File: config.mk
export PLATFORM = sky130hd
export DESIGN_NAME = pixel_capture
export DESIGN_NICKNAME = d
export VERILOG_FILES = /design/src/rtl/pix_pkg.sv /design/src/rtl/pix_bunch_timer.sv /design/src/rtl/pix_sequencer.sv /design/src/rtl/pix_slot_bank.sv /design/src/rtl/pixel_capture.sv
export SDC_FILE = /design/constraint.sdc
export NUM_CORES = 1
export LEC_CHECK = 0
export BUFFER_PORTS_ARGS = -buffer_cell sky130_fd_sc_hd__buf_2
export CORE_AREA = 2 2 99 101
export CTS_BUF_LIST = sky130_fd_sc_hd__clkbuf_8
export DETAILED_ROUTE_END_ITERATION = 10
export DIE_AREA = 0 0 101 103
export PLACE_DENSITY = 0.64
export SLEW_MARGIN = 25
export SYNTH_ARGS = -nofsm -noshare
export SYNTH_HDL_FRONTEND = slang
export SYNTH_SLANG_ARGS = --single-unit
File: constraint.sdc
create_clock -name clk -period 5.2 [get_ports clk]
set_clock_uncertainty 0.05 [all_clocks]
set_input_delay 1.04 -clock clk [delete_from_list [all_inputs] [get_ports clk]]
set_output_delay 1.04 -clock clk [all_outputs]
set_load 0.05 [all_outputs]
File: src/rtl/pix_pkg.sv
package pix_pkg;

    localparam int STAMP_W = 12;
    localparam int CNT_W   = 5;

    typedef enum logic [1:0] {
        S_IDLE,
        S_EVENT,
        S_WAIT_BX,
        S_RECOVER
    } seq_state_e;

    typedef struct packed {
        logic               valid;
        logic               rng;
        logic [STAMP_W-1:0] stamp;
    } slot_t;

    function automatic logic [STAMP_W-1:0] stamp_sat_inc(input logic [STAMP_W-1:0] v);
        return (v == {STAMP_W{1'b1}}) ? v : v + 1'b1;
    endfunction

    function automatic logic [CNT_W-1:0] cnt_sat_inc(input logic [CNT_W-1:0] v);
        return (v == {CNT_W{1'b1}}) ? v : v + 1'b1;
    endfunction

endpackage

File: src/rtl/pix_bunch_timer.sv
module pix_bunch_timer
    import pix_pkg::*;
(
    input  logic               clk,
    input  logic               rst,
    input  logic               clear,
    input  logic               strobe,
    output logic [STAMP_W-1:0] count
);

    always_ff @(posedge clk) begin
        if (rst || clear) begin
            count <= '0;
        end else if (strobe) begin
            count <= stamp_sat_inc(count);
        end
    end

    a_r2_saturate: assert property (@(posedge clk) disable iff (rst)
        (count == {STAMP_W{1'b1}} && !clear) |=> (count == {STAMP_W{1'b1}}));

    a_r10_clear_count: assert property (@(posedge clk) disable iff (rst)
        clear |=> (count == '0));

endmodule

File: src/rtl/pix_sequencer.sv
module pix_sequencer
    import pix_pkg::*;
#(
    parameter int TRACK_DLY = 8,
    parameter int HOLD_DLY  = 50,
    parameter int RANGE_WIN = 5,
    parameter int RESET_LEN = 10
) (
    input  logic clk,
    input  logic rst,
    input  logic trig,
    input  logic bunch_strobe,
    output logic armed,
    output logic track,
    output logic lg_reset,
    output logic hg_pulse,
    output logic range_open
);

    localparam int TMAX  = (HOLD_DLY > RESET_LEN) ? HOLD_DLY : RESET_LEN;
    localparam int TMR_W = $clog2(TMAX + 1);

    seq_state_e       state;
    logic [TMR_W-1:0] tmr;

    always_ff @(posedge clk) begin
        if (rst) begin
            state    <= S_RECOVER;
            tmr      <= '0;
            hg_pulse <= 1'b0;
        end else begin
            hg_pulse <= bunch_strobe && (state == S_IDLE) && !trig;
            case (state)
                S_IDLE: begin
                    if (trig) begin
                        state <= S_EVENT;
                        tmr   <= '0;
                    end
                end
                S_EVENT: begin
                    if (tmr == TMR_W'(HOLD_DLY - 1)) begin
                        state <= S_WAIT_BX;
                        tmr   <= '0;
                    end else begin
                        tmr <= tmr + 1'b1;
                    end
                end
                S_WAIT_BX: begin
                    if (bunch_strobe) begin
                        state <= S_RECOVER;
                        tmr   <= '0;
                    end
                end
                default: begin
                    if (tmr == TMR_W'(RESET_LEN - 1)) begin
                        state <= S_IDLE;
                        tmr   <= '0;
                    end else begin
                        tmr <= tmr + 1'b1;
                    end
                end
            endcase
        end
    end

    always_comb begin
        armed      = (state == S_IDLE);
        track      = (state == S_EVENT) && (tmr >= TMR_W'(TRACK_DLY));
        lg_reset   = (state == S_RECOVER);
        range_open = (state == S_EVENT) && (tmr < TMR_W'(RANGE_WIN));
    end

    a_r3_enter_event: assert property (@(posedge clk) disable iff (rst)
        (armed && trig) |=> (state == S_EVENT && tmr == '0));

    a_r7_recover_after_strobe: assert property (@(posedge clk) disable iff (rst)
        $rose(lg_reset) |-> $past(bunch_strobe));

endmodule

File: src/rtl/pix_slot_bank.sv
module pix_slot_bank
    import pix_pkg::*;
#(
    parameter int NSLOT = 4
) (
    input  logic                     clk,
    input  logic                     rst,
    input  logic                     clear,
    input  logic                     wr,
    input  logic [STAMP_W-1:0]       stamp_in,
    input  logic                     rng_in,
    input  logic                     rng_set,
    output logic                     full,
    output logic [NSLOT-1:0]         valid,
    output logic [NSLOT-1:0]         rng,
    output logic [NSLOT*STAMP_W-1:0] stamps
);

    localparam int PTR_W = $clog2(NSLOT + 1);

    logic [PTR_W-1:0] ptr;
    slot_t            slots [NSLOT];

    assign full = (ptr == PTR_W'(NSLOT));

    always_ff @(posedge clk) begin
        if (rst || clear) begin
            ptr <= '0;
        end else if (wr && !full) begin
            ptr <= ptr + 1'b1;
        end
    end

    for (genvar i = 0; i < NSLOT; i++) begin : g_slot
        always_ff @(posedge clk) begin
            if (rst) begin
                slots[i] <= '0;
            end else if (clear) begin
                slots[i].valid <= 1'b0;
            end else if (wr && ptr == PTR_W'(i)) begin
                slots[i].valid <= 1'b1;
                slots[i].rng   <= rng_in;
                slots[i].stamp <= stamp_in;
            end else if (rng_set && ptr == PTR_W'(i + 1)) begin
                slots[i].rng <= 1'b1;
            end
        end
        assign valid[i] = slots[i].valid;
        assign rng[i]   = slots[i].rng;
        assign stamps[i*STAMP_W +: STAMP_W] = slots[i].stamp;
    end

    a_r9_ptr_bound: assert property (@(posedge clk) disable iff (rst)
        ptr <= PTR_W'(NSLOT));

    a_r9_no_write_full: assert property (@(posedge clk) disable iff (rst)
        wr |-> !full);

endmodule

File: src/rtl/pixel_capture.sv
module pixel_capture
    import pix_pkg::*;
#(
    parameter int NSLOT     = 4,
    parameter int TRACK_DLY = 8,
    parameter int HOLD_DLY  = 50,
    parameter int RANGE_WIN = 5,
    parameter int RESET_LEN = 10
) (
    input  logic                     clk,
    input  logic                     rst,
    input  logic                     train_start,
    input  logic                     bunch_strobe,
    input  logic                     event_cmp,
    input  logic                     range_cmp,
    output logic                     hg_reset,
    output logic                     lg_reset,
    output logic                     track,
    output logic                     armed,
    output logic [CNT_W-1:0]         evt_count,
    output logic                     ovf,
    output logic [NSLOT-1:0]         slot_valid,
    output logic [NSLOT-1:0]         slot_range,
    output logic [NSLOT*STAMP_W-1:0] slot_stamp
);

    logic               evt_q;
    logic               rise;
    logic               qual;
    logic               trig;
    logic               full;
    logic               hg_pulse;
    logic               range_open;
    logic [STAMP_W-1:0] bunch_cnt;

    assign rise = event_cmp && !evt_q;
    assign qual = rise && armed && !train_start;
    assign trig = qual && !full;

    always_ff @(posedge clk) begin
        if (rst) begin
            evt_q <= 1'b0;
        end else begin
            evt_q <= event_cmp;
        end
    end

    always_ff @(posedge clk) begin
        if (rst || train_start) begin
            evt_count <= '0;
            ovf       <= 1'b0;
        end else if (qual) begin
            evt_count <= cnt_sat_inc(evt_count);
            if (full) begin
                ovf <= 1'b1;
            end
        end
    end

    pix_bunch_timer u_timer (
        .clk    (clk),
        .rst    (rst),
        .clear  (train_start),
        .strobe (bunch_strobe),
        .count  (bunch_cnt)
    );

    pix_sequencer #(
        .TRACK_DLY (TRACK_DLY),
        .HOLD_DLY  (HOLD_DLY),
        .RANGE_WIN (RANGE_WIN),
        .RESET_LEN (RESET_LEN)
    ) u_seq (
        .clk          (clk),
        .rst          (rst),
        .trig         (trig),
        .bunch_strobe (bunch_strobe),
        .armed        (armed),
        .track        (track),
        .lg_reset     (lg_reset),
        .hg_pulse     (hg_pulse),
        .range_open   (range_open)
    );

    pix_slot_bank #(
        .NSLOT (NSLOT)
    ) u_slots (
        .clk      (clk),
        .rst      (rst),
        .clear    (train_start),
        .wr       (trig),
        .stamp_in (bunch_cnt),
        .rng_in   (range_cmp),
        .rng_set  (range_open && range_cmp),
        .full     (full),
        .valid    (slot_valid),
        .rng      (slot_range),
        .stamps   (slot_stamp)
    );

    assign hg_reset = hg_pulse || lg_reset;

    a_r5_track_not_armed: assert property (@(posedge clk) disable iff (rst)
        track |-> (!armed && !lg_reset));

    a_r6_hg_after_strobe: assert property (@(posedge clk) disable iff (rst)
        (hg_reset && !lg_reset) |-> $past(bunch_strobe));

    a_r8_busy_no_count: assert property (@(posedge clk) disable iff (rst)
        (!armed && !train_start) |=> $stable(evt_count));

    a_r10_clear_flags: assert property (@(posedge clk) disable iff (rst)
        train_start |=> (evt_count == '0 && !ovf && slot_valid == '0));

endmodule

# After elaboration in Yosys (flattened, before gate mapping)
# Memory sizes are Yosys's and may differ from the RTL's.
# Index checks and enable logic that the tools add are counted.
# W data, S select, Z words.
# totals
ramBits	56
input_bits	6
out_inout_bits	66
reg_bits	31
wordCells	154
mem_count	1
# op_classes
n_reduce_logical	32
eq_ne	14
order_cmp	2
add_sub_neg	4
n_mux	71
bitwise	22
# mem_list
name	depth	word_bits	rd	rd_ports_with_merged_regs	write_ports	line	rtl
u_slots.slots	4	14	4	0	4	pix_slot_bank.sv:22	slot_t slots [NSLOT];
# op_table
op	n
$mux W1	57
$mux W12	4
$mux W6	4
$or A1 B1 Y1	20
$logic_and A1 B1 Y1	18
$pmux W6 S3	1
$add A12 B1 Y12 const B	1
$eq A12 B12 Y1 const B	1
$mux W2	4
$reduce_and A2 Y1	4
$add A6 B1 Y6 const B	1
$eq A3 B2 Y1 const B	2
$eq A6 B4 Y1 const B	1
$eq A6 B6 Y1 const B	1
$ge A6 B4 Y1 const B	1
$lt A6 B3 Y1 const B	1
$pmux W2 S3	1
$add A5 B1 Y5 const B	1
$eq A5 B5 Y1 const B	1
$eq A2 B2 Y1 const B	2
$logic_not A1 Y1	4
$ne A2 B1 Y1 const B	2
$reduce_and A4 Y1	1
$reduce_bool A4 Y1	1
9 further kinds	11

# Depth between registers and ports, before layout
# Gate-level depths: netlist of run 1.
# depth
ltp_word	12
mapped_depth	8
depth_no_buf	6

# Modules after synthesis
# A second synthesis of run 1 with hierarchy kept.
# unflattened
cells_unflattened	347
hier_area_um2	4101.4
# by_module_without_submodules
mod	cells_each	seq_area_each_um2	n_inst	area_each_um2
pix_slot_bank	171	1741.7	1	2473.6
pix_sequencer	66	180.2	1	643.1
pix_bunch_timer	73	240.2	1	638.1
pixel_capture	37	140.1	1	346.6

# Worst setup path after synthesis of run 1
# OpenSTA, ideal clock, no wires.
# synth_timing
path_kind	input -> register
start	input port rst
end	memory u_slots.slots[1][12] (netlist name) (enable)
arrival_ns	2.165
cell_stages	5
setup_time_ns	0.299
path_buffers	1
t_required_ns	4.851
setup_slack_ns	2.686
path_cell_list	clkbuf_1 > or2_1 > a2111oi_4 > a22oi_1 > o21ai_2
# synth_lines
element	line	rtl
from (decl)	pixel_capture.sv:11	input logic rst,
to (decl)	pix_slot_bank.sv:22	

==> flow_summary.rst, run 1 <==
.. list-table::
   :header-rows: 1

   * - Metric
     - Value
   * - Nature of the critical path startpoint
     - input port
   * - Power spent charging and discharging nets
     - around 0.52 mW
   * - Share of the clock period used by the worst path after layout
     - 51.9%
   * - Leakage power
     - between 1.5 and 2 nW
   * - Number of antenna cells inserted
     - 0
   * - Filler cell count
     - ~860
   * - Post-synth net total
     - approximately 360
   * - Worst setup path endpoint
     - u_slots.slots[1][12]$_DFFE_PP_
   * - Logic gate share of total power
     - between 20% and 30%
   * - Kind of path behind the tightest hold check
     - reg2reg
   * - Total power
     - roughly 1.6 mW
   * - TritonCTS clock tree
     - built
   * - Area occupied by registers
     - 2300 um^2
   * - Synthesized area per cell
     - approximately 12 um^2
   * - Routed WL
     - between 8 and 9 mm
   * - Total core area
     - between 9000 and 10000 um^2
   * - Layout Nets
     - about 430
   * - Post-synthesis xor/xnor area fraction
     - 1.56%
   * - Fmax achieved
     - about 370 MHz
   * - Number of failing hold endpoints at the final stage
     - 0
   * - Post-Synth Adder-Cell Area
     - about 5.4%
   * - Wire length of the first global-routing pass
     - around 13 mm
   * - Clk network pwr share
     - about 29%
   * - Area taken by multi-input logic gates
     - ~1500 um^2
   * - Clock sinks
     - 87
   * - Number of placement rows
     - 36
   * - Post-detailed-placement half-perimeter wirelength
     - about 5.7 mm
   * - Vertical die dimension
     - 103 um
   * - Setup TNS
     - 0 ns
   * - Setup violations, final
     - 0
   * - Antenna-violating nets left
     - 0
   * - Via count
     - 2745
   * - Sort of element at the end of the critical path
     - flip-flop
   * - Cell count after synthesis
     - roughly 340
   * - Instance area after placement
     - ~4400 um^2
   * - Last weighted congestion value of the routability-driven placer
     - 0.829
   * - Setup repair bufs after CTS
     - 0
   * - Data required time at the worst endpoint
     - ~5.2 ns
   * - Area leader, netlist
     - sky130_fd_sc_hd__edfxtp_1
   * - Most common cell in the netlist
     - sky130_fd_sc_hd__edfxtp_1
   * - Part of the power in registers
     - roughly half
   * - Crit Reg-Reg Endpoint
     - u_slots.slots[2][12]$_SDFFCE_PN0P_
   * - Run status
     - finished clean
   * - All-layer global routing usage
     - 16.1%
   * - Portion of netlist area occupied by mux cells
     - less than 1%
   * - Average wire per cell in the routed design
     - ~15 um
   * - Latest clock arrival within the worst-skew pair
     - between 0.3 and 0.4 ns
   * - Internal power
     - 1.09 mW
   * - Clock slew at the register clock pins of the worst setup and hold paths
     - 0.09 ns
   * - Synth top area cells
     - sky130_fd_sc_hd__edfxtp_1 43%, sky130_fd_sc_hd__dfxtp_1 16%, sky130_fd_sc_hd__and2_1 6.9%
   * - DR vias/cell
     - 5.19
   * - Data arrival time at the worst-slack endpoint
     - roughly 2.7 ns
   * - Synth async-reset ratio
     - 0%
   * - Layout cells sized above 1
     - 23.9%
   * - Post-Syn Area
     - roughly 3900 um^2
   * - Max_cap viols
     - 0
   * - Kind of critical path
     - in2reg
   * - Complex-gate fraction of the synthesized area
     - between 10 and 15%
   * - Detailed Routing Iterations Pass 1
     - 4
   * - Area fraction of the dominant cell type after synthesis
     - 42.9%
   * - Die Wd
     - just over 100 um
   * - Tightest slew margin relative to the limit
     - 34.2%
   * - Final period demand of the worst path
     - ~2.7 ns
   * - Worst R2R Path Depth
     - 6
   * - PostCTS Resize Cnt
     - 0
   * - Final design instance area without fill
     - 4560 um^2
   * - Port-buffer cells
     - 71
   * - Initial cell density of the core
     - around 41%
   * - GRT Residual Overflow
     - 0
   * - Most frequently used flop master after synthesis
     - sky130_fd_sc_hd__edfxtp_1
   * - Worst Path Max Fanout
     - 21
   * - Residual DRC count
     - 0
   * - Starting DRC count in detailed routing
     - ~120
   * - Clock buffer count from CTS
     - 9
   * - Power per Cell Area
     - between 300 and 400 nW/um^2
   * - Max VDD drop
     - approximately 0.26 mV
   * - Yosys Warn Count
     - 0
   * - Synthesis-to-layout area growth
     - 16.3%
   * - Antenna violations before repair
     - 0
   * - Number of enable-type register cells in the synthesized netlist
     - 56
   * - Most common library cells after synthesis
     - 56 x sky130_fd_sc_hd__edfxtp_1, 43 x sky130_fd_sc_hd__and2_1, 31 x sky130_fd_sc_hd__dfxtp_1
   * - Die area
     - between 10000 and 15000 um^2
   * - Post-synthesis sequential area ratio
     - around three fifths
   * - Via count of the first global-routing pass
     - 2679
   * - Least-Margin Pin Slew
     - between 0.9 and 1 ns
   * - CTS HTree Levels
     - 3
   * - Number of slew-limit violations in the final report
     - 0
   * - CTS Buffer Depth
     - 2
   * - RSZ-0062 raised after global routing
     - no
   * - Worst setup startpoint
     - rst
   * - Simple-Gate Fraction of Synth Area
     - 21.0%
   * - CTS Root Cell
     - sky130_fd_sc_hd__clkbuf_8
   * - Beginning of the worst register-to-register path
     - u_seq.state[1]$_SDFFE_PP1P_
   * - Num ports
     - 72
   * - Main combinational cell family by area after synthesis
     - simple AND/OR/NAND/NOR gates
   * - Pin count of the biggest net entering global routing
     - 22
   * - Flip-flop and latch count after synthesis
     - 87
   * - Sw Ratio
     - 32.2%
   * - Reg-to-reg slack, setup
     - around 2.6 ns
   * - Post-CTS Hold Fix Bufs
     - 0
   * - Number of distinct standard cells referenced by the synthesized netlist
     - 56
per-stage QoR:
stage	std cells	util [%]	hold slack, ns	setup slack (ns)
3_3_place_gp	513	46.2	0.430	2.19
4_1_cts	529	48.2	0.447	2.53
5_1_grt	529	48.2	0.475	2.36
6_report	529	48.2	0.452	2.50
2_1_floorplan	341	-	0.419	2.69
3_5_place_dp	513	46.2	0.414	2.15
cell families (layout without fill, tap and decap cells):
group / Yosys count / in the layout
buffers and inverters: 28 / 102
xor gates and xnor gates: 7 / 7
and+or+nand+nor: 143 / 143
DFF: 87 / 87
AOI/OAI and AO/OA: 57 / 57
muxes: 2 / 2
adders and majority gates: 17 / 17
cell type report:
| cell class | count | area share, % |
|---|---|---|
| multi-input cells | 226 | 33.1 |
| inverters | 15 | 1.26 |
| flip-flops and latches | 87 | 50.5 |
| clock buffers | 9 | 2.72 |
| well taps | 114 | 3.13 |
| repair buffers | 71 | 7.79 |
| clock inverters | 7 | 1.56 |
registers in the layout, summed over array words and instances (netlist names):
| signal | flops |
|---|---|
| evt_count | 5 |
| evt_q | 1 |
| ovf | 1 |
| u_seq.hg_pulse | 1 |
| u_seq.state | 2 |
| u_seq.tmr | 6 |
| u_slots.ptr | 3 |
| u_slots.slots | 56 |
| u_timer.count | 12 |
placed cells by master, fill, tap and decap left out, drive strengths merged, types with 4 or more instances in the layout:
cell / instances
and3: 4
nand2: 22
nor3: 10
clkbuf: 9
buf: 71
dfxtp: 31
ha: 17
and2: 44
or4: 4
o31ai: 4
edfxtp: 56
a21oi: 19
nor2: 20
xnor2: 6
inv: 16
or3: 8
nand3: 14
o21ai: 13
per-layer routing:
layer  routed length, um  track usage (%)
met2                3850             26.0
met3                 510             5.29
met1                3550             19.4
met4                 205             8.00
met5                   0                0
power groups by stage:
stage | logic, mW | registers, mW | clock network (mW)
4_1_cts | 0.346 | 0.794 | 0.480
6_report | 0.341 | 0.793 | 0.471
3_5_place_dp | 0.344 | 0.810 | 0
2_1_floorplan | 0.208 | 0.873 | 0
3_3_place_gp | 0.339 | 0.808 | 0
5_1_grt | 0.375 | 0.799 | 0.511
how the worst min path moves through the flow:
stage	endpoint	startpoint	depth (start not counted)	slack [ns]
2_1_floorplan	u_slots.ptr[1]$_SDFFE_PP0P_	u_slots.ptr[1]$_SDFFE_PP0P_	2	0.42
3_3_place_gp	ovf$_SDFFE_PP0P_	ovf$_SDFFE_PP0P_	2	0.43
3_5_place_dp	ovf$_SDFFE_PP0P_	ovf$_SDFFE_PP0P_	2	0.41
4_1_cts	ovf$_SDFFE_PP0P_	ovf$_SDFFE_PP0P_	2	0.45
5_1_grt	ovf$_SDFFE_PP0P_	ovf$_SDFFE_PP0P_	2	0.47
6_report	ovf$_SDFFE_PP0P_	ovf$_SDFFE_PP0P_	2	0.45
critical path, cell delays in order:
cell,delay [ns]
sky130_fd_sc_hd__buf_2,0.20
sky130_fd_sc_hd__or2_1,0.54
sky130_fd_sc_hd__a2111oi_4,0.60
sky130_fd_sc_hd__a22oi_1,0.18
sky130_fd_sc_hd__o21ai_2,0.15
Note: power is estimated with default switching activity, not from simulation.
==> run 2, diff against run 1 <==
- PLACE_DENSITY: 0.64 -> 0.67
- clock period: 5.2 -> 2.3 ns (I/O delays scaled with it)
==> flow_summary.rst, run 2 (synthesis results as in run 1) <==
.. list-table::
   :header-rows: 1

   * - Metric
     - Value
   * - Run status
     - finished clean
   * - Die Wd
     - 101 um (unchanged)
   * - Worst Hold Endpoint
     - evt_q$_SDFF_PP0_
   * - Number of slew-limit violations in the final report
     - 0 (unchanged)
   * - Data arrival time at the worst-slack endpoint
     - 2.26 ns (-0.46 ns)
   * - Last weighted congestion value of the routability-driven placer
     - 0.788 (-4.9%)
   * - Leading cell types in the layout, fill and taps excluded
     - 71 x sky130_fd_sc_hd__buf_2, 56 x sky130_fd_sc_hd__edfxtp_1, 43 x sky130_fd_sc_hd__and2_1, 31 x sky130_fd_sc_hd__dfxtp_1, 22 x sky130_fd_sc_hd__nand2_1
   * - Logic gate share of total power
     - 22.2% (+1.0 points)
   * - Max_cap viols
     - 0 (unchanged)
   * - Final period demand of the worst path
     - around 2.1 ns
   * - Clock slew at the register clock pins of the worst setup and hold paths
     - 0.09 ns (about the same)
   * - Clock sinks
     - 87 (unchanged)
   * - Number of failing hold endpoints at the final stage
     - 0 (unchanged)
   * - Max VDD drop
     - 0.937 mV (+270%)
   * - Synthesis-to-layout area growth
     - 19.0%
   * - Clock buffer count from CTS
     - 9 (unchanged)
   * - Die area
     - 10400 um^2 (unchanged)
   * - Num ports
     - 72 (unchanged)
   * - Crit Reg-Reg Endpoint
     - u_seq.tmr[1]$_SDFFE_PP0P_
   * - Part of the power in registers
     - 49.8% (+0.4 points)
   * - Most flops, register
     - u_slots.slots
   * - Wire length of the first global-routing pass
     - 13.4 mm (+4.2%)
   * - RSZ-0062 raised after global routing
     - no
   * - CTS Buffer Depth
     - 2 (unchanged)
   * - Worst Path Max Fanout
     - 10 (-52%)
   * - TritonCTS clock tree
     - built
   * - Most common cell after layout, fill and taps aside
     - sky130_fd_sc_hd__buf_2
   * - Placed insts
     - 524 (+2.1%)
   * - Sort of element at the end of the critical path
     - flip-flop
   * - Setup violations, final
     - 0 (unchanged)
   * - Pin count of the biggest net entering global routing
     - 21 (-4.5%)
   * - Kind of critical path
     - reg2reg
   * - Fmax achieved
     - around 480 MHz
   * - Number of antenna cells inserted
     - 0 (unchanged)
   * - Worst R2R Path Depth
     - 6 (unchanged)
   * - Starting DRC count in detailed routing
     - 144 (+22%)
   * - Antenna-violating nets left
     - 0 (unchanged)
   * - PostCTS Resize Cnt
     - 0 (unchanged)
   * - Launch instance of the worst min-delay path
     - event_cmp
   * - Latest clock arrival within the worst-skew pair
     - 0.35 ns (about the same)
   * - Detailed Routing Iterations Pass 1
     - 4 (unchanged)
   * - Routed WL
     - 8.19 mm (+0.96%)
   * - Layout cells sized above 1
     - 26.8% (+2.9 points)
   * - Data required time at the worst endpoint
     - 2.47 ns (-2.75 ns)
   * - Largest registers
     - u_slots.slots: 56 flops, u_timer.count: 12 flops, u_seq.tmr: 6 flops
   * - Nature of the critical path startpoint
     - flip-flop
   * - Total power
     - 3.60 mW (+120%)
   * - CTS Root Cell
     - sky130_fd_sc_hd__clkbuf_8
   * - Post-route core utilization
     - 49.4% (+1.1 points)
   * - Setup TNS
     - 0 ns (unchanged)
   * - Leakage power
     - 1.85 nW (+2.8%)
   * - GRT Residual Overflow
     - 0 (unchanged)
   * - Average wire per cell in the routed design
     - 15.2 um (-1.1%)
   * - Sw Ratio
     - 33.6% (+1.4 points)
   * - Tightest slew margin relative to the limit
     - 47.9% (+14 points)
   * - Initial cell density of the core
     - 41.5% (unchanged)
   * - All-layer global routing usage
     - 16.8% (+0.66 points)
   * - Number of placement rows
     - 36 (unchanged)
   * - Beginning of the worst register-to-register path
     - u_seq.state[0]$_SDFFE_PP1P_
   * - Internal power
     - 2.39 mW (+120%)
   * - Clk network pwr share
     - 28.0% (-1.3 points)
   * - Least-Margin Pin Slew
     - 0.782 ns (-0.206 ns)
   * - Power per Cell Area
     - 772 nW/um^2 (+120%)
   * - Share of the clock period used by the worst path after layout
     - between 90 and 100%
   * - Setup repair bufs after CTS
     - 0 (unchanged)
   * - Placement-stage worst setup slack
     - 0.0198 ns (-2.13 ns)
   * - Power spent charging and discharging nets
     - 1.21 mW (+130%)
   * - CTS HTree Levels
     - 3 (unchanged)
   * - WHS Path Cells
     - 2 (unchanged)
   * - Residual DRC count
     - 0 (unchanged)
   * - Via count
     - 2797 (+1.9%)
   * - DR vias/cell
     - 5.18 (-0.18%)
   * - Post-detailed-placement half-perimeter wirelength
     - 5.87 mm (+3.1%)
   * - Total core area
     - 9460 um^2 (unchanged)
   * - Flip-flop count of the largest register, all copies and words added
     - 56 (unchanged)
   * - Layout Nets
     - 444 (+2.5%)
   * - Kind of path behind the tightest hold check
     - in2reg
   * - Via count of the first global-routing pass
     - 2684 (+0.19%)
   * - Post-CTS Hold Fix Bufs
     - 0 (unchanged)
   * - Post-route non-filler standard cell count
     - 540 (+2.1%)
   * - Reg-to-reg slack, setup
     - 0.21 ns (-2.42 ns)
   * - Port-buffer cells
     - 71 (unchanged)
   * - Final critical-path setup slack
     - 0.209 ns (-2.29 ns)
   * - Antenna violations before repair
     - 0 (unchanged)
   * - Vertical die dimension
     - 103 um (unchanged)
==> run 2: final cells by class <==
type                       count  area [um^2]
multi-input combinational    226         1520
sequential                    87         2300
timing repair buffer          82          463
tap                          114          143
clock inverter                 7         62.6
clock buffer                   9          124
fill                         870         4790
inverter                      15         57.6
==> run 2: worst max-delay path, stage by stage, from the launching register on <==
cell and delay (ns):
sky130_fd_sc_hd__dfxtp_1 0.41, sky130_fd_sc_hd__inv_1 0.09, sky130_fd_sc_hd__ha_2 0.24, sky130_fd_sc_hd__nand3_1 0.09, sky130_fd_sc_hd__o221ai_1 0.35, sky130_fd_sc_hd__o31ai_2 0.61, sky130_fd_sc_hd__nor2_1 0.12
==> run 2: stage by stage <==
| stage | hold WS, ns | area [um^2] |
|---|---|---|
| final | 0.312 | 4670 |
| after global routing | 0.318 | 4670 |
| after CTS | 0.299 | 4660 |
| after detailed placement | 0.420 | 4480 |
| after global placement | 0.426 | 4480 |
| after floorplan | 0.419 | 3930 |
==> run 2: layer usage <==
metal | up-vias | wire, um | track usage [%]
met5 | - | 0 | 0
met4 | 0 | 112 | 6.24
met3 | 9 | 396 | 3.19
met2 | 81 | 4010 | 28.8
met1 | 1327 | 3670 | 21.2
li1 | 1380 | - | -
==> run 2: worst max path at each step <==
stage                                               to                   startpoint
global placement     u_slots.slots[2][8]$_SDFFCE_PN0P_  u_seq.state[0]$_SDFFE_PP1P_
global route                 u_seq.tmr[1]$_SDFFE_PP0P_  u_seq.state[0]$_SDFFE_PP1P_
CTS                          u_seq.tmr[1]$_SDFFE_PP0P_  u_seq.state[0]$_SDFFE_PP1P_
floorplan           u_slots.slots[2][12]$_SDFFCE_PN0P_  u_seq.state[0]$_SDFFE_PP1P_
detailed placement           u_seq.tmr[1]$_SDFFE_PP0P_                  train_start
finish                       u_seq.tmr[1]$_SDFFE_PP0P_  u_seq.state[0]$_SDFFE_PP1P_
==> run 2: power by group through the flow <==
stage	Combinational, mW	Sequential [mW]	Clock, mW
after global routing	0.873	1.81	1.10
after detailed placement	0.795	1.83	0
after floorplan	0.472	1.97	0
final	0.799	1.79	1.01
after CTS	0.798	1.80	1.04
after global placement	0.783	1.83	0
==> run 3, diff against run 2 <==
- ABC_AREA: not set -> 1
- CORE_AREA: 2 2 99 101 -> 2 2 100 102
- DIE_AREA: 0 0 101 103 -> 0 0 102 104
- PLACE_DENSITY: 0.67 -> 0.66
==> flow_summary.rst, run 3 <==
.. list-table::
   :header-rows: 1

   * - Metric
     - Value
   * - Synthesis-to-layout area growth
     - 16.5%
   * - Worst setup path endpoint
     - u_slots.slots[0][8]$_SDFFCE_PN0P_
   * - Antenna-violating nets left
     - 0 (unchanged)
   * - Number of enable-type register cells in the synthesized netlist
     - 56 (unchanged)
   * - Setup repair bufs after CTS
     - 0 (unchanged)
   * - Bufs and invs on worst path
     - 3 (+2)
   * - Beginning of the worst register-to-register path
     - u_seq.state[0]$_SDFFE_PP1P_
   * - Worst hold margin
     - 0.272 ns (-0.0393 ns)
   * - Pin count of the biggest net entering global routing
     - 19 (-9.5%)
   * - Latest clock arrival within the worst-skew pair
     - 0.36 ns (about the same)
   * - Setup TNS
     - 0 ns (unchanged)
   * - Nature of the critical path startpoint
     - flip-flop
   * - Post-CTS Hold Fix Bufs
     - 0 (unchanged)
   * - Power per Cell Area
     - 738 nW/um^2 (-4.4%)
   * - Sort of element at the end of the critical path
     - flip-flop
   * - Synth top area cells
     - sky130_fd_sc_hd__edfxtp_1 42%, sky130_fd_sc_hd__dfxtp_1 15%, sky130_fd_sc_hd__nor2_1 6.7%
   * - Number of slew-limit violations in the final report
     - 0 (unchanged)
   * - Critical path's top delay family
     - simple AND/OR/NAND/NOR gates
   * - Post-synth net total
     - 430 (+18%)
   * - Least-Margin Pin Slew
     - 0.526 ns (-0.255 ns)
   * - Most frequently used flop master after synthesis
     - sky130_fd_sc_hd__edfxtp_1
   * - Port-buffer cells
     - 71 (unchanged)
   * - Post-synthesis sequential area ratio
     - 57.5% (-1.2 points)
   * - DR vias/cell
     - 4.75 (-8.2%)
   * - Number of antenna cells inserted
     - 0 (unchanged)
   * - Post-detailed-placement half-perimeter wirelength
     - 6.03 mm (+2.6%)
   * - Launch instance of the worst min-delay path
     - event_cmp
   * - Clock buffer count from CTS
     - 9 (unchanged)
   * - Total core area
     - 9550 um^2 (+0.95%)
   * - Series of cell instances along the critical path
     - inv_1 > ha_1 > nand2_1 > clkinv_2 > nand2_4 > clkinv_2 > nand3_1 > nand2_1
   * - Number of placement rows
     - 36 (unchanged)
   * - Synth async-reset ratio
     - 0% (unchanged)
   * - Via count
     - 2947 (+5.4%)
   * - Most common cell in the netlist
     - sky130_fd_sc_hd__nor2_1
   * - Average wire per cell in the routed design
     - 13.1 um (-14%)
   * - CTS HTree Levels
     - 3 (unchanged)
   * - Layout cells sized above 1
     - 27.5% (+0.75 points)
   * - Number of distinct standard cells referenced by the synthesized netlist
     - 33 (-41%)
   * - PostCTS Resize Cnt
     - 0 (unchanged)
   * - Die Wd
     - 102 um (+0.99%)
   * - Largest registers
     - u_slots.slots: 56 flops, u_timer.count: 12 flops, u_seq.tmr: 6 flops
   * - Worst R2R Path Depth
     - 8 (+2)
   * - Kind of path behind the tightest hold check
     - in2reg
   * - Synthesized area per cell
     - 9.84 um^2 (-14%)
   * - Starting DRC count in detailed routing
     - 184 (+28%)
   * - Leading cell types in the layout, fill and taps excluded
     - 71 x sky130_fd_sc_hd__nor2_1, 71 x sky130_fd_sc_hd__buf_2, 67 x sky130_fd_sc_hd__nand2_1, 56 x sky130_fd_sc_hd__edfxtp_1, 40 x sky130_fd_sc_hd__inv_1
   * - Flip-flop and latch count after synthesis
     - 87 (unchanged)
   * - CTS Root Cell
     - sky130_fd_sc_hd__clkbuf_8
   * - Layout Nets
     - 505 (+14%)
   * - Reg-to-reg slack, setup
     - 0.25 ns (+0.04 ns)
   * - Data required time at the worst endpoint
     - 2.26 ns (-0.21 ns)
   * - Clock slew at the register clock pins of the worst setup and hold paths
     - 0.09 ns (about the same)
   * - Via count of the first global-routing pass
     - 2812 (+4.8%)
   * - TritonCTS clock tree
     - built
   * - Filler cell count
     - 896 (+3.0%)
   * - Kind of critical path
     - reg2reg
   * - Flip-flop count of the largest register, all copies and words added
     - 56 (unchanged)
   * - Initial cell density of the core
     - 42.0% (+0.49 points)
   * - Number of failing hold endpoints at the final stage
     - 0 (unchanged)
   * - Instance area after placement
     - 4470 um^2 (-0.20%)
   * - Area fraction of the dominant cell type after synthesis
     - 42.0% (-0.90 points)
   * - Cell count after synthesis
     - 407 (+19%)
   * - Tightest slew margin relative to the limit
     - 64.8% (+17 points)
   * - Die area
     - 10600 um^2 (+2.0%)
   * - Last weighted congestion value of the routability-driven placer
     - 0.835 (+6.0%)
   * - Vertical die dimension
     - 104 um (+0.97%)
   * - GRT Residual Overflow
     - 0 (unchanged)
   * - Critical Path Max Stage Delay
     - 0.43 ns (-0.18 ns)
   * - Num ports
     - 72 (unchanged)
   * - Final period demand of the worst path
     - 2.05 ns (-0.0405 ns)
   * - Yosys Warn Count
     - 0 (unchanged)
   * - Leakage power
     - 1.94 nW (+4.9%)
   * - WHS Path Cells
     - 3 (+1)
   * - Crit Reg-Reg Endpoint
     - u_slots.slots[0][8]$_SDFFCE_PN0P_
   * - Antenna violations before repair
     - 0 (unchanged)
   * - Setup violations, final
     - 0 (unchanged)
   * - Max_cap viols
     - 0 (unchanged)
   * - Final design instance area without fill
     - 4670 um^2 (about the same)
   * - CTS Buffer Depth
     - 2 (unchanged)
   * - Max VDD drop
     - 0.379 mV (-60%)
   * - Share of the clock period used by the worst path after layout
     - 89.1% (-1.8 points)
   * - Clock sinks
     - 87 (unchanged)
   * - Critical path depth
     - 8 (+2)
   * - Worst-path cell with the longest stage delay
     - sky130_fd_sc_hd__dfxtp_1
   * - Most common library cells after synthesis
     - 71 x sky130_fd_sc_hd__nor2_1, 67 x sky130_fd_sc_hd__nand2_1, 56 x sky130_fd_sc_hd__edfxtp_1
   * - Area leader, netlist
     - sky130_fd_sc_hd__edfxtp_1
   * - All-layer global routing usage
     - 16.0% (-0.75 points)
   * - Post-Syn Area
     - 4010 um^2 (+2.1%)
   * - RSZ-0062 raised after global routing
     - no
   * - Most flops, register
     - u_slots.slots
   * - Run status
     - finished clean
   * - Detailed Routing Iterations Pass 1
     - 5 (+1)
   * - Worst Path Max Fanout
     - 12 (+2)
   * - Residual DRC count
     - 0 (unchanged)
   * - Data arrival time at the worst-slack endpoint
     - 2.01 ns (-0.25 ns)
   * - Fmax achieved
     - 488 MHz (+2.0%)
   * - Worst setup startpoint
     - u_seq.state[0]$_SDFFE_PP1P_
   * - Wire length of the first global-routing pass
     - 13.3 mm (-0.83%)
   * - Routed WL
     - 8.13 mm (-0.77%)
==> run 3: cell types whose count changed after synthesis, moves of 6 or more <==
cell,change
sky130_fd_sc_hd__clkbuf_1,-8
sky130_fd_sc_hd__nor2_1,+51
sky130_fd_sc_hd__nand3_1,+6
sky130_fd_sc_hd__nor2_2,+11
sky130_fd_sc_hd__xnor2_1,-6
sky130_fd_sc_hd__inv_2,+8
sky130_fd_sc_hd__or3_1,-7
sky130_fd_sc_hd__nor2_4,+7
sky130_fd_sc_hd__inv_1,+27
sky130_fd_sc_hd__nand2_1,+45
sky130_fd_sc_hd__and2_1,-43
==> run 3: worst reg2reg max path: cells and delay by family, from the launching register on <==
kind          cells  cell delay [ns]
fa+ha+maj         1             0.28
simple gates      4             0.65
flops             1             0.43
buf+inv           3             0.28
==> run 3: report_power, final <==
part	internal [mW]	switching, mW	total, mW
Combinational	0.154	0.471	0.625
Clock	0.430	0.626	1.06
Sequential	1.72	0.0408	1.76
Total	2.31	1.14	3.44
==> run 3: kinds of logic (layout without fill, tap and decap cells) <==
group	count (synthesis)	count (layout)	share of synthesized area (%)
AO/OA/AOI/OAI	37	37	5.09
XOR/XNOR	3	3	0.656
adder cells (fa/ha/maj)	17	17	5.31
buffers and inverters	61	141	6.87
flip-flops	87	87	57.5
AND/OR/NAND/NOR	202	202	24.6
==> run 3: area by class of cell <==
type | count | area, um^2 | area share, %
sequential | 87 | 2300 | 49.3
clock inverter | 7 | 75.1 | 1.61
clock buffer | 9 | 124 | 2.65
multi-input combinational | 259 | 1430 | 30.6
tap | 133 | 166 | 3.57
inverter | 52 | 200 | 4.29
timing repair buffer | 73 | 370 | 7.94
==> run 3: per-layer routing <==
metal	global-route usage, %	part of all wire, %	wire length [um]	vias to the layer above
li1	-	-	-	1474
met1	21.1	47	3810	1392
met2	25.8	47	3860	73
met3	2.82	4.4	358	8
met4	6.76	1.3	104	0
met5	0	0	0	-
==> run 3: how the worst min path moves through the flow <==
| stage | slack [ns] | to |
|---|---|---|
| 2_1_floorplan | 0.41 | u_timer.count[11]$_SDFFE_PP0P_ |
| 3_3_place_gp | 0.40 | ovf$_SDFFE_PP0P_ |
| 3_5_place_dp | 0.40 | ovf$_SDFFE_PP0P_ |
| 4_1_cts | 0.27 | evt_q$_SDFF_PP0_ |
| 5_1_grt | 0.29 | evt_q$_SDFF_PP0_ |
| 6_report | 0.27 | evt_q$_SDFF_PP0_ |
==> run 3: metrics by stage <==
stage / worst slack [ns] / util (%) / cells / power, mW
global route: 0.0998 / 48.9 / 620 / 3.59
finish: 0.250 / 48.9 / 620 / 3.44
global placement: 0.366 / 46.8 / 604 / 2.41
CTS: 0.266 / 48.9 / 620 / 3.46
floorplan: 0.0658 / - / 407 / 2.29
detailed placement: 0.276 / 46.8 / 604 / 2.42
